--- src/rtl/i2c_stretch_pkg.sv ---
package i2c_stretch_pkg;

  // Line events derived from the synchronized SCL/SDA pair
  typedef struct packed {
    logic start;
    logic stop;
    logic rise;
  } line_evt_t;

endpackage

--- src/rtl/i2c_line_mon.sv ---
module i2c_line_mon
  import i2c_stretch_pkg::*;
#(
  parameter int SYNC_W = 2
) (
  input  logic      clk,
  input  logic      rst_n,
  input  logic      scl_in,
  input  logic      sda_in,
  output logic      scl_s,
  output logic      sda_s,
  output line_evt_t evt,
  output logic      busy
);

  logic [SYNC_W-1:0] scl_ff;
  logic [SYNC_W-1:0] sda_ff;
  logic              scl_q;
  logic              sda_q;
  logic              busy_n;

  assign scl_s = scl_ff[SYNC_W-1];
  assign sda_s = sda_ff[SYNC_W-1];

  always_comb begin
    evt.start = scl_s & scl_q & sda_q & ~sda_s;
    evt.stop  = scl_s & scl_q & ~sda_q & sda_s;
    evt.rise  = scl_s & ~scl_q;
    busy_n    = busy;
    if (evt.start)     busy_n = 1'b1;
    else if (evt.stop) busy_n = 1'b0;
  end

  always_ff @(posedge clk or negedge rst_n) begin
    if (!rst_n) begin
      scl_ff <= '1;
      sda_ff <= '1;
      scl_q  <= 1'b1;
      sda_q  <= 1'b1;
      busy   <= 1'b0;
    end else begin
      scl_ff <= {scl_ff[SYNC_W-2:0], scl_in};
      sda_ff <= {sda_ff[SYNC_W-2:0], sda_in};
      scl_q  <= scl_s;
      sda_q  <= sda_s;
      busy   <= busy_n;
    end
  end

endmodule

--- src/rtl/i2c_frame_track.sv ---
module i2c_frame_track
  import i2c_stretch_pkg::*;
#(
  parameter  int BYTE_W = 8,
  localparam int CNT_W  = $clog2(BYTE_W + 2),
  localparam int BSEL_W = $clog2(BYTE_W)
) (
  input  logic              clk,
  input  logic              rst_n,
  input  line_evt_t         evt,
  input  logic              busy,
  input  logic              sda_s,
  input  logic              cfg_master,
  input  logic [BYTE_W-2:0] own_addr,
  input  logic [BSEL_W-1:0] xfer_bits,
  input  logic              ack_en,
  input  logic              sda_tx,
  output logic              irq_evt,
  output logic              addr_hit,
  output logic              gen_call,
  output logic              arb_lost,
  output logic              ack_pull
);

  logic [CNT_W-1:0]  cnt, cnt_n, cnt_inc, bits_n, flen;
  logic [BYTE_W-1:0] sh, sh_n;
  logic              first, first_n, sel, sel_n;
  logic              hit_n, gc_n, arb_n;
  logic              done, addr_ok, gc_ok, arb_now, in_addr;

  always_comb begin
    cnt_inc = cnt + CNT_W'(1);
    bits_n  = (xfer_bits == '0) ? CNT_W'(BYTE_W) : CNT_W'(xfer_bits);
    flen    = cfg_master ? bits_n + CNT_W'(ack_en) : CNT_W'(BYTE_W + 1);
    done    = evt.rise & busy & (cnt_inc == flen);
    addr_ok = (sh[BYTE_W-1:1] == own_addr);
    gc_ok   = (sh == '0);
    in_addr = first & (cnt < CNT_W'(BYTE_W));
    arb_now = cfg_master & evt.rise & busy & in_addr & sda_tx & ~sda_s & ~arb_lost;
    irq_evt = arb_now
            | (cfg_master & done & ~arb_lost)
            | (~cfg_master & done & (first ? (addr_ok | gc_ok) : sel));
    ack_pull = ~cfg_master & busy & first & (cnt == CNT_W'(BYTE_W)) & (addr_ok | gc_ok);
  end

  always_comb begin
    cnt_n   = cnt;
    sh_n    = sh;
    first_n = first;
    sel_n   = sel;
    hit_n   = addr_hit;
    gc_n    = gen_call;
    arb_n   = arb_lost | arb_now;
    if (evt.start) begin
      cnt_n   = '0;
      first_n = 1'b1;
      sel_n   = 1'b0;
      hit_n   = 1'b0;
      gc_n    = 1'b0;
      arb_n   = 1'b0;
    end else if (evt.stop) begin
      cnt_n = '0;
      sel_n = 1'b0;
    end else if (evt.rise && busy) begin
      if (in_addr) sh_n = {sh[BYTE_W-2:0], sda_s};
      if (done) begin
        cnt_n   = '0;
        first_n = 1'b0;
        if (!cfg_master && first) begin
          hit_n = addr_ok;
          gc_n  = gc_ok;
          sel_n = addr_ok | gc_ok;
        end
      end else begin
        cnt_n = cnt_inc;
      end
    end
  end

  always_ff @(posedge clk or negedge rst_n) begin
    if (!rst_n) begin
      cnt      <= '0;
      sh       <= '0;
      first    <= 1'b0;
      sel      <= 1'b0;
      addr_hit <= 1'b0;
      gen_call <= 1'b0;
      arb_lost <= 1'b0;
    end else begin
      cnt      <= cnt_n;
      sh       <= sh_n;
      first    <= first_n;
      sel      <= sel_n;
      addr_hit <= hit_n;
      gen_call <= gc_n;
      arb_lost <= arb_n;
    end
  end

endmodule

--- src/rtl/i2c_pend_hold.sv ---
module i2c_pend_hold #(
  parameter int LOW_W = 8
) (
  input  logic             clk,
  input  logic             rst_n,
  input  logic             irq_evt,
  input  logic             dbr_access,
  input  logic             pin_wr,
  input  logic             pin_wdata,
  input  logic             sts_clr,
  input  logic             stop_req,
  input  logic             scl_s,
  input  logic [LOW_W-1:0] tlow,
  output logic             pend,
  output logic             scl_pull,
  output logic             irq,
  output logic             irq_sts,
  output logic             stop_go
);

  logic [LOW_W-1:0] lcnt, lcnt_n;
  logic             pend_n, sts_n, wait_n, stop_wait, fire;

  assign scl_pull = ~pend | (lcnt != '0);

  always_comb begin
    pend_n = pend;
    if (irq_evt)                                pend_n = 1'b0;
    else if (dbr_access || (pin_wr && pin_wdata)) pend_n = 1'b1;

    lcnt_n = lcnt;
    if (pend_n && !pend)   lcnt_n = tlow;
    else if (lcnt != '0)   lcnt_n = lcnt - LOW_W'(1);

    sts_n = irq_sts;
    if (irq_evt)      sts_n = 1'b1;
    else if (sts_clr) sts_n = 1'b0;

    fire   = stop_wait & ~scl_pull & scl_s;
    wait_n = stop_wait;
    if (stop_req)  wait_n = 1'b1;
    else if (fire) wait_n = 1'b0;
  end

  always_ff @(posedge clk or negedge rst_n) begin
    if (!rst_n) begin
      pend      <= 1'b1;
      lcnt      <= '0;
      irq       <= 1'b0;
      irq_sts   <= 1'b0;
      stop_wait <= 1'b0;
      stop_go   <= 1'b0;
    end else begin
      pend      <= pend_n;
      lcnt      <= lcnt_n;
      irq       <= irq_evt;
      irq_sts   <= sts_n;
      stop_wait <= wait_n;
      stop_go   <= fire;
    end
  end

endmodule

--- src/rtl/i2c_stretch_ctl.sv ---
module i2c_stretch_ctl
  import i2c_stretch_pkg::*;
#(
  parameter  int BYTE_W = 8,
  parameter  int LOW_W  = 8,
  parameter  int SYNC_W = 2,
  localparam int BSEL_W = $clog2(BYTE_W)
) (
  input  logic              clk,
  input  logic              rst_n,
  input  logic              scl_in,
  input  logic              sda_in,
  input  logic              cfg_master,
  input  logic [BYTE_W-2:0] own_addr,
  input  logic [BSEL_W-1:0] xfer_bits,
  input  logic              ack_en,
  input  logic              sda_tx,
  input  logic [LOW_W-1:0]  tlow,
  input  logic              dbr_access,
  input  logic              pin_wr,
  input  logic              pin_wdata,
  input  logic              sts_clr,
  input  logic              stop_req,
  output logic              scl_pull,
  output logic              ack_pull,
  output logic              pend,
  output logic              irq,
  output logic              irq_sts,
  output logic              bus_busy,
  output logic              addr_hit,
  output logic              gen_call,
  output logic              arb_lost,
  output logic              stop_go
);

  logic [1:0] rst_ff;
  logic       rst_sync_n;
  logic       scl_s, sda_s, irq_evt;
  logic       start_evt, stop_evt;
  line_evt_t  evt;

  always_ff @(posedge clk or negedge rst_n) begin
    if (!rst_n) rst_ff <= '0;
    else        rst_ff <= {rst_ff[0], 1'b1};
  end
  assign rst_sync_n = rst_ff[1];

  assign start_evt = evt.start;
  assign stop_evt  = evt.stop;

  i2c_line_mon #(.SYNC_W(SYNC_W)) u_line (
    .clk(clk), .rst_n(rst_sync_n), .scl_in(scl_in), .sda_in(sda_in),
    .scl_s(scl_s), .sda_s(sda_s), .evt(evt), .busy(bus_busy)
  );

  i2c_frame_track #(.BYTE_W(BYTE_W)) u_frame (
    .clk(clk), .rst_n(rst_sync_n), .evt(evt), .busy(bus_busy), .sda_s(sda_s),
    .cfg_master(cfg_master), .own_addr(own_addr), .xfer_bits(xfer_bits),
    .ack_en(ack_en), .sda_tx(sda_tx), .irq_evt(irq_evt), .addr_hit(addr_hit),
    .gen_call(gen_call), .arb_lost(arb_lost), .ack_pull(ack_pull)
  );

  i2c_pend_hold #(.LOW_W(LOW_W)) u_hold (
    .clk(clk), .rst_n(rst_sync_n), .irq_evt(irq_evt), .dbr_access(dbr_access),
    .pin_wr(pin_wr), .pin_wdata(pin_wdata), .sts_clr(sts_clr),
    .stop_req(stop_req), .scl_s(scl_s), .tlow(tlow), .pend(pend),
    .scl_pull(scl_pull), .irq(irq), .irq_sts(irq_sts), .stop_go(stop_go)
  );

endmodule

--- config.mk ---
export PLATFORM = sky130hd
export DESIGN_NAME = i2c_stretch_ctl
export DESIGN_NICKNAME = d
export VERILOG_FILES = /design/src/rtl/i2c_stretch_pkg.sv /design/src/rtl/i2c_line_mon.sv /design/src/rtl/i2c_frame_track.sv /design/src/rtl/i2c_pend_hold.sv /design/src/rtl/i2c_stretch_ctl.sv
export SDC_FILE = /design/constraint.sdc
export NUM_CORES = 1
export LEC_CHECK = 0
export BUFFER_PORTS_ARGS = -buffer_cell sky130_fd_sc_hd__buf_2
export CAP_MARGIN = 20
export CORE_MARGIN = 4
export CORE_UTILIZATION = 54
export CTS_CLUSTER_SIZE = 14
export DETAILED_ROUTE_END_ITERATION = 7
export PLACE_DENSITY = 0.75
export RECOVER_POWER = 50
export SLEW_MARGIN = 0
export SYNTH_ARGS = -nofsm -noshare
export SYNTH_HDL_FRONTEND = slang
export SYNTH_SLANG_ARGS = --single-unit
export TNS_END_PERCENT = 5
--- constraint.sdc ---
create_clock -name clk -period 1.7 [get_ports clk]
set_input_delay 0.085 -clock clk [delete_from_list [all_inputs] [get_ports clk]]
set_output_delay 0.085 -clock clk [all_outputs]
set_load 0.02 [all_outputs]
* Word level (Yosys, flattened, before mapping)
Cells that the tools add are included.
W data, S select, Z words.
** Operators by class
- Reductions and logical operators :: 24
- Equality and inequality tests :: 4
- $lt $le $gt $ge :: 1
- Add/sub/neg operators :: 3
- Multiplexer cells :: 37
- Bitwise logic cells :: 39
** Operators by type and width (number)
- $mux W1 :: 29
- $and A1 B1 Y1 :: 25
- $mux W4 :: 6
- $mux W8 :: 2
- $reduce_bool A2 Y1 :: 7
- $not A1 Y1 :: 9
- $reduce_bool A3 Y1 :: 3
- $logic_not A8 Y1 :: 1
- $reduce_and A4 Y1 :: 2
- $reduce_bool A8 Y1 :: 1
- $sub A8 B1 Y8 const B :: 1
- $eq A7 B7 Y1 :: 1
- $reduce_and A3 Y1 :: 2
- $or A1 B1 Y1 :: 5
- $add A4 B1 Y4 :: 1
- $add A4 B1 Y4 const B :: 1
- $eq A4 B4 Y1 :: 1
- $eq A4 B4 Y1 const B :: 1
- $logic_and A1 B1 Y1 :: 4
- $lt A4 B4 Y1 const B :: 1
- $logic_not A3 Y1 :: 1
- $logic_not A1 Y1 :: 2
- $ne A2 B2 Y1 const B :: 1
- $logic_or A1 B1 Y1 :: 1
** Storage, ports and cells
- Register bits after elaboration :: 39
- Input bits :: 30
- Logic and storage cells :: 127
- Output and inout port bits :: 10

* Longest topological paths before layout
Gate-level depths: netlist of the first run.
- Depth after elaboration :: 13
- Depth in mapped cells :: 9
- Mapped depth without buffers :: 8

* Hierarchy
From an unflattened synthesis of the first run, not the netlist that was laid out.
** Second synthesis, totals
- Cell total of the unflattened synthesis :: 190
- Area total of the unflattened synthesis :: 1998.2 um2
** By module, submodules not included
- i2c_frame_track :: area an instance 1068.5 um2, cells each 104, times used 1
- i2c_pend_hold :: area an instance 645.6 um2, cells each 67, times used 1
- i2c_line_mon :: area an instance 230.2 um2, cells each 16, times used 1
- i2c_stretch_ctl :: area an instance 53.8 um2, cells each 3, times used 1

* Least setup slack after synthesis of the first run
OpenSTA, ideal clock, no wires.
- Kind :: reg2reg
- Start :: register u_line.scl_ff[1]
- End :: register u_hold.lcnt[0]
- Library setup time :: 0.125 ns
- Arrival time :: 2.104 ns
- Buffers on the path :: 2
- Setup slack :: -0.529 ns
- Clock period less this slack :: 2.229 ns
- Stages on the path, launching flop included :: 9
- Cells stage by stage :: dfstp_2 -> nand2_1 -> or2_1 -> clkbuf_2 -> or3_1 -> buf_6 -> nor4_4 -> a2111oi_4 -> mux2_2
** Between the ends
- Word-level cells in the longest chain between the ends :: 12
** Ends and longest elaborated chain
- from (decl) :: line i2c_line_mon.sv:16 : logic [SYNC_W-1:0] scl_ff;
- from (signal assigned) :: line i2c_line_mon.sv:42 : scl_ff <= {scl_ff[SYNC_W-2:0], scl_in};
- $and A1 B1 Y1 * :: line i2c_line_mon.sv:28 : evt.rise = scl_s & ~scl_q;
- $and A1 B1 Y1 (6 in series) :: line i2c_frame_track.sv:39 : arb_now = cfg_master & evt.rise & busy & in_addr & sda_tx & ~sda_s & ~arb_lost;
- $or A1 B1 Y1 :: line i2c_frame_track.sv:41 : | (cfg_master & done & ~arb_lost)
- $or A1 B1 Y1 * :: line i2c_frame_track.sv:42 : | (~cfg_master & done & (first ? (addr_ok | gc_ok) : sel));
- $mux W1 * :: line i2c_pend_hold.sv:28 : if (irq_evt) pend_n = 1'b0;
- $logic_and A1 B1 Y1 * :: line i2c_pend_hold.sv:32 : if (pend_n && !pend) lcnt_n = tlow;
- $mux W8 or $reduce_bool A2 Y1 (tied branches)
- to (signal assigned) :: line i2c_pend_hold.sv:55 : lcnt <= lcnt_n;
- to (decl) :: line i2c_pend_hold.sv:21 : logic [LOW_W-1:0] lcnt, lcnt_n;
Every way passes the cells marked *; elsewhere a longest branch is shown, timed or not.
A chain may end at the register's enable or synchronous reset.

* Worst setup path after layout of the first run
- Start :: register u_frame.sh[4]
- End :: output port ack_pull
** Between the ends
- Word-level cells in the longest chain between the ends :: 3
** Ends and longest elaborated chain
- from (decl) :: line i2c_frame_track.sv:26 : logic [BYTE_W-1:0] sh, sh_n;
- from (signal assigned) :: line i2c_frame_track.sv:91 : sh <= sh_n;
- $eq A7 B7 Y1 or $logic_not A8 Y1 (tied branches) :: line i2c_frame_track.sv:36, i2c_frame_track.sv:37
- $or A1 B1 Y1 * :: line i2c_frame_track.sv:43 : ack_pull = ~cfg_master & busy & first & (cnt == CNT_W'(BYTE_W)) & (addr_ok | gc_ok);
- $and A1 B1 Y1 * :: line i2c_frame_track.sv:43
- to (decl) :: line i2c_stretch_ctl.sv:25 : output logic ack_pull,
Marks and branches as above.

==> results of run 1 <==
-- through the flow --
step                utilization, %  hold WS (ps)
finish                        82.7          20.5
global route                  82.7          8.33
CTS                           80.9          15.1
detailed placement            71.7          -125
global placement              71.7          -130
floorplan                        -          -211
-- cells by family after synthesis --
family                   after synthesis  synth area share [%]
AO/OA/AOI/OAI                         25                  9.52
multiplexers                          20                  11.0
adder cells (fa/ha/maj)                5                  3.13
XOR/XNOR                              18                  7.89
buffers and inverters                 12                  2.69
other                                  1                 0.188
AND/OR/NAND/NOR                       61                  16.3
flip-flops                            39                  49.3
-- routing by layer --
layer | vias to the layer above | global-route usage [%] | routed length, µm
met3 | 4 | 4.21 | 195
met5 | - | 0 | 0
met1 | 837 | 28.5 | 2160
met4 | 0 | 8.27 | 37
met2 | 38 | 40.8 | 2650
li1 | 798 | - | -
-- worst paths after layout --
| kind | start | endpoint | depth (start not counted) |
|---|---|---|---|
| worst max-delay path | u_frame.sh[4]$_DFFE_PN0P_ | ack_pull | 6 |
| worst min-delay path | tlow[6] | u_hold.lcnt[6]$_DFFE_PN0P_ | 2 |
| worst max register to register | u_frame.cnt[0]$_DFFE_PN0P_ | u_hold.lcnt[4]$_DFFE_PN0P_ | 8 |
| worst min register to register | u_line.scl_ff[0]$_DFF_PN1_ | u_line.scl_ff[1]$_DFF_PN1_ | 0 |
| max in group asynchronous | rst_ff[1]$_DFF_PN0_ | u_line.busy$_DFFE_PN0N_ | 1 |
| min in group asynchronous | rst_n | rst_ff[1]$_DFF_PN0_ | 2 |
-- layout make-up --
class	instances	area (µm²)	area share, %
Multi-Input combinational cell	130	1140	40.1
Inverter	8	30.0	1.05
Tap cell	46	57.6	2.02
Clock inverter	2	35.0	1.23
Timing Repair Buffer	79	515	18.1
Sequential cell	39	985	34.6
Clock buffer	6	82.6	2.90
-- worst max-delay path: stages, from the launching register on --
cell       delay (ps)
dfrtp_1           410
xor2_1            150
nor4_1            290
nand4_1           200
buf_4             200
a2111oi_4         280
buf_4             190
-- power by group --
part           leakage, nW  internal [mW]  switching [mW]
Combinational        0.817          0.951           0.692
Clock               0.0612          0.475           0.333
Sequential           0.469           1.19           0.241
-- timing repair --
item / 4_1_cts / 5_1_grt
endpoints found under the hold margin: 5 / 0
hold buffers: 4 / 0
buffers inserted: 3 / 1
setup endpoints to repair: 30 / 32
cloned: 0 / 0
resized for setup: 28 / 9
pin swaps: 8 / 5
-- sequential cells by signal, summed over array words and instances, names as in the netlist, 2 cells and up --
name / cells
u_line.scl_ff: 2
u_line.sda_ff: 2
u_hold.lcnt: 8
u_frame.sh: 8
rst_ff: 2
u_frame.cnt: 4
-- cell usage in the layout (no fill, tap or decap), types with 5 or more instances in the layout --
cell type	n
buf_2	37
buf_4	33
clkbuf_8	6
dfrtp_1	32
dfstp_2	7
inv_1	8
mux2_2	8
mux2_4	8
nand2_1	19
nand3_1	6
nor2_1	8
o21ai_0	5
xnor2_1	9
xor2_1	5
==> flow_summary_export.csv, run 1 <==
group,metric,value,unit
placed_design,port_buffers,39,
routing,postRouteAntennaNets,0,
synthesis,yosys_register_bits,39,
timing,final_hold_viol_count,0,
synthesis,yosys_warnings,0,
placed_design,pre_cts_ws,-475,ps
placed_design,place_area,2470,µm²
global_routing,first_global_vias,1768,
synthesis,syn_area,2000,µm²
floorplanning,die-height,68.8,µm
cells_and_area,layout-drive-gt1-share,48.9,%
cts,clock_path_buffers,2,
cts,htreeDepth,2,
cells_and_area,syn_to_final_growth,42.5,%
global_routing,grt_pass1_wl,8120,µm
cells_and_area,layout.cells.non_filler,310,
synthesis,yosysTopAreaCell,"dfrtp_1",
power,max-vdd-ir-drop,998,µV
timing,finalCritPeriodShare,124,%
critical_path,worstSetupStartpointType,"flop",
routing,initialDrtViolationCount,78,
routing,dr.pass1.iters,4,
synthesis,synth.top_cell.area_share,40.1,%
critical_path,ff2ff_setup_slack,-410,ps
min_path,hold_path.class,"in -> reg",
critical_path,crit_fanout,2,
synthesis,async_flop_share,100,%
floorplanning,die_area,4740,µm²
floorplanning,io_pins,40,
timing,setup_viol,29,
synthesis,synth_top_flop_cell,"dfrtp_1",
synthesis,post-synth-top-count-cell,"dfrtp_1",
cells_and_area,antenna_cells,0,
power,totalPowerFinal,3.88,mW
floorplanning,die_w,68.8,µm
synthesis,syn_avg_cell_area,11.0,µm²
routing,vias,1677,
critical_path,crit_required,1620,ps
global_routing,antenna_found_initial,0,
placed_design,dp.cells,294,
timing,tns,-5400,ps
timing,rsz0062_at_grt,"yes",
timing,clock_skew,9.63,ps
timing,maxSlewViolCount,0,
power,powerDensity,1360,nW/µm²
synthesis,syn_nets,216,
timing,setup_ws,-407,ps
critical_path,worstSetupPathType,"reg -> out",
status,status,"finished, violations left",
placed_design,dp_hpwl,3330,µm
global_routing,grt_usage,23.2,%
cells_and_area,fin_nets,298,
job,cap_violations,0,
routing,viasPerCell,5.41,
cells_and_area,final_cell_area,2850,µm²
synthesis,syn_inst,181,
timing,slew_headroom,40.3,%
routing,route.detailed.drc,0,
global_routing,grt_max_degree,38,
timing,fmax,475,MHz
placed_design,gp_congestion,0.809,
timing,worst_slew_pin_slew,895,ps
status,failed_checks,"setup timing",
cts,cts.sinks,39,
routing,post_drt_wl_per_cell,16.2,µm
cts,cts.clk_slew.worst_paths,80,ps
timing,fin_crit,2110,ps
global_routing,overflow,0,
synthesis,synth_edf_count,0,
floorplanning,coreArea,3440,µm²
synthesis,synth.distinct_cells,42,
critical_path,cp.arrival,2020,ps
cts,cts_inserted_buffers,5,
critical_path,end_kind,"output pin",
floorplanning,fp-row-count,21,
cts,ctsRootBufferMaster,"clkbuf_8",
synthesis,yosysSeqAreaShare,49.3,%
synthesis,synth.top_cells.by_area,"dfrtp_1, dfstp_2, mux2_2, xnor2_1, nand2_1",
synthesis,synth_common_cells,"dfrtp_1, nand2_1, mux2_2",
cells_and_area,n_fill_cell,204,
cts,clkLatencyLatePin,290,ps
floorplanning,initial_utilization,58.1,%
cts,cts_tree,"yes",
power,p_leak,1.35,nW
routing,wirelength,5040,µm
Note: power is estimated with default switching activity, not from simulation.
==> inputs of run 2 (changes only) <==
--- a/config.mk
+++ b/config.mk
@@ -8,10 +8,10 @@
 export BUFFER_PORTS_ARGS = -buffer_cell sky130_fd_sc_hd__buf_2
 export CAP_MARGIN = 20
 export CORE_MARGIN = 4
-export CORE_UTILIZATION = 54
+export CORE_UTILIZATION = 49
 export CTS_CLUSTER_SIZE = 14
 export DETAILED_ROUTE_END_ITERATION = 7
-export PLACE_DENSITY = 0.75
+export PLACE_DENSITY = 0.71
 export RECOVER_POWER = 50
 export SLEW_MARGIN = 0
 export SYNTH_ARGS = -nofsm -noshare
==> constraint.sdc (replaced) <==
create_clock -name clk -period 1.8 [get_ports clk]
set_input_delay 0.09 -clock clk [delete_from_list [all_inputs] [get_ports clk]]
set_output_delay 0.09 -clock clk [all_outputs]
set_load 0.02 [all_outputs]
==> run 2 against run 1 <==
The run still ends with setup timing left. Sequential power is 6% lower. Combinational power is 12% lower. Non-clock buffer count is 3 lower. Critical endpoint is now u_hold.lcnt[3]$_DFFE_PN0P_. Largest cell class unchanged. Largest power group unchanged. Highest routed layer unchanged.
==> flow_summary_export.csv, run 2 (synthesized netlist as in run 1, its figures left out) <==
group,metric,value,unit
timing,rsz0062_at_grt,"yes",
routing,wirelength,4640,µm
global_routing,grt_usage,19.9,%
cells_and_area,final_cell_mix,"buf_2, dfrtp_1, buf_4",
routing,post_drt_wl_per_cell,15.0,µm
floorplanning,coreArea,3800,µm²
power,max-vdd-ir-drop,930,µV
critical_path,worstSetupStartpointType,"flop",
cts,htreeDepth,2,
cts,cts_tree,"yes",
cts,cts.clk_slew.worst_paths,80,ps
global_routing,grt_pass1_wl,7910,µm
cells_and_area,multi_input_area,1090,µm²
timing,fmax,473,MHz
timing,final_hold_viol_count,0,
placed_design,dp_hpwl,3320,µm
floorplanning,die_area,5160,µm²
critical_path,startpoint,"u_frame.first$_DFFE_PN0P_",
floorplanning,die_w,71.9,µm
cells_and_area,final_common_cell,"buf_2",
min_path,hold_path.class,"in -> reg",
timing,fin_crit,2110,ps
critical_path,end_kind,"flop",
power,powerDensity,1310,nW/µm²
timing,maxSlewViolCount,0,
status,status,"finished, violations left",
status,failed_checks,"setup timing",
cells_and_area,syn_to_final_growth,40.0,%
timing,setup_ws,-312,ps
critical_path,worstSetupPathType,"reg -> reg",
routing,dr.pass1.iters,4,
floorplanning,initial_utilization,52.6,%
global_routing,antenna_found_initial,0,
floorplanning,fp-row-count,22,
cells_and_area,fin_nets,295,
cells_and_area,n_fill_cell,278,
critical_path,crit_required,1980,ps
cts,cts.sinks,39,
placed_design,pre_cts_ws,-437,ps
cells_and_area,top_regs,"u_frame.sh (8), u_hold.lcnt (8), u_frame.cnt (4)",
cts,clkLatencyLatePin,290,ps
min_path,worstHoldStart,"tlow[2]",
critical_path,cp.arrival,2290,ps
routing,postRouteAntennaNets,0,
cells_and_area,fin_util,73.6,%
placed_design,dp.cells,293,
cells_and_area,antenna_cells,0,
power,totalPowerFinal,3.66,mW
cts,cts_inserted_buffers,5,
floorplanning,io_pins,40,
placed_design,gp_congestion,0.838,
cells_and_area,layout.cells.non_filler,309,
timing,worst_slew_pin_slew,744,ps
power,p_leak,1.32,nW
cells_and_area,seqCellArea,985,µm²
critical_path,worstReg2RegStart,"u_frame.first$_DFFE_PN0P_",
cells_and_area,layout-drive-gt1-share,45.2,%
critical_path,ff2ff_setup_slack,-310,ps
global_routing,first_global_vias,1752,
timing,finalCritPeriodShare,117,%
global_routing,grt_max_degree,31,
routing,vias,1647,
cts,clock_path_buffers,2,
routing,route.detailed.drc,0,
placed_design,port_buffers,39,
routing,initialDrtViolationCount,77,
cts,ctsRootBufferMaster,"clkbuf_8",
timing,tns,-3760,ps
timing,slew_headroom,50.4,%
global_routing,overflow,0,
timing,setup_viol,19,
timing,clock_skew,4.48,ps
job,cap_violations,0,
floorplanning,die-height,71.9,µm
routing,viasPerCell,5.33,
critical_path,crit_fanout,8,
## run 2: path summary, 6_finish.rpt
kind,end,cells after the start
setup / recovery,u_hold.lcnt[3]$_DFFE_PN0P_,7
max in group asynchronous,u_hold.lcnt[6]$_DFFE_PN0P_,1
hold / removal,u_hold.lcnt[2]$_DFFE_PN0P_,2
min in group asynchronous,rst_ff[0]$_DFF_PN0_,2
setup reg to reg,u_hold.lcnt[3]$_DFFE_PN0P_,7
hold reg to reg,u_frame.sh[2]$_DFFE_PN0P_,0
## run 2: report_power, final
part	internal (mW)	total, mW	switching [mW]
registers	1.12	1.34	0.218
logic	0.844	1.45	0.602
clock network	0.553	0.871	0.318
## run 2: repair_timing
action | 4_1_cts | 5_1_grt
pin swaps | 8 | 5
endpoints found under the setup margin | 22 | 21
endpoints found under the hold margin | 5 | 0
gates resized for setup | 25 | 1
setup buffers | 2 | 3
cloned | 0 | 0
hold buffers | 4 | 0
## run 2: final cells by class
cell class	count	area share, %
Multi-Input combinational cell	130	38.9
Clock inverter	3	2.42
Timing Repair Buffer	76	17.8
Tap cell	48	2.15
Clock buffer	5	2.46
Inverter	8	1.07
Sequential cell	39	35.2
## run 2: worst max-delay path: stages, from the launching register on
cell,delay (ps)
dfrtp_1,390
o21ai_0,340
a21o_1,150
o221ai_2,80
buf_4,160
a2111oi_4,390
buf_12,180
mux2_4,300
## run 2: stage by stage
| step | hold WS [ps] | area, µm² |
|---|---|---|
| 6_report | 27.4 | 2800 |
| 5_1_grt | 12.9 | 2800 |
| 4_1_cts | 23.2 | 2780 |
| 3_5_place_dp | -121 | 2460 |
| 3_3_place_gp | -126 | 2460 |
| 2_1_floorplan | -206 | 2000 |
## run 2: metal layers
metal / up-vias / global-route usage [%] / part of all wire [%]
met1: 812 / 22.7 / 41
met2: 34 / 35.5 / 54
li1: 793 / - / -
met5: - / 0 / 0
met4: 0 / 6.68 / 1.7
met3: 8 / 5.47 / 4.2
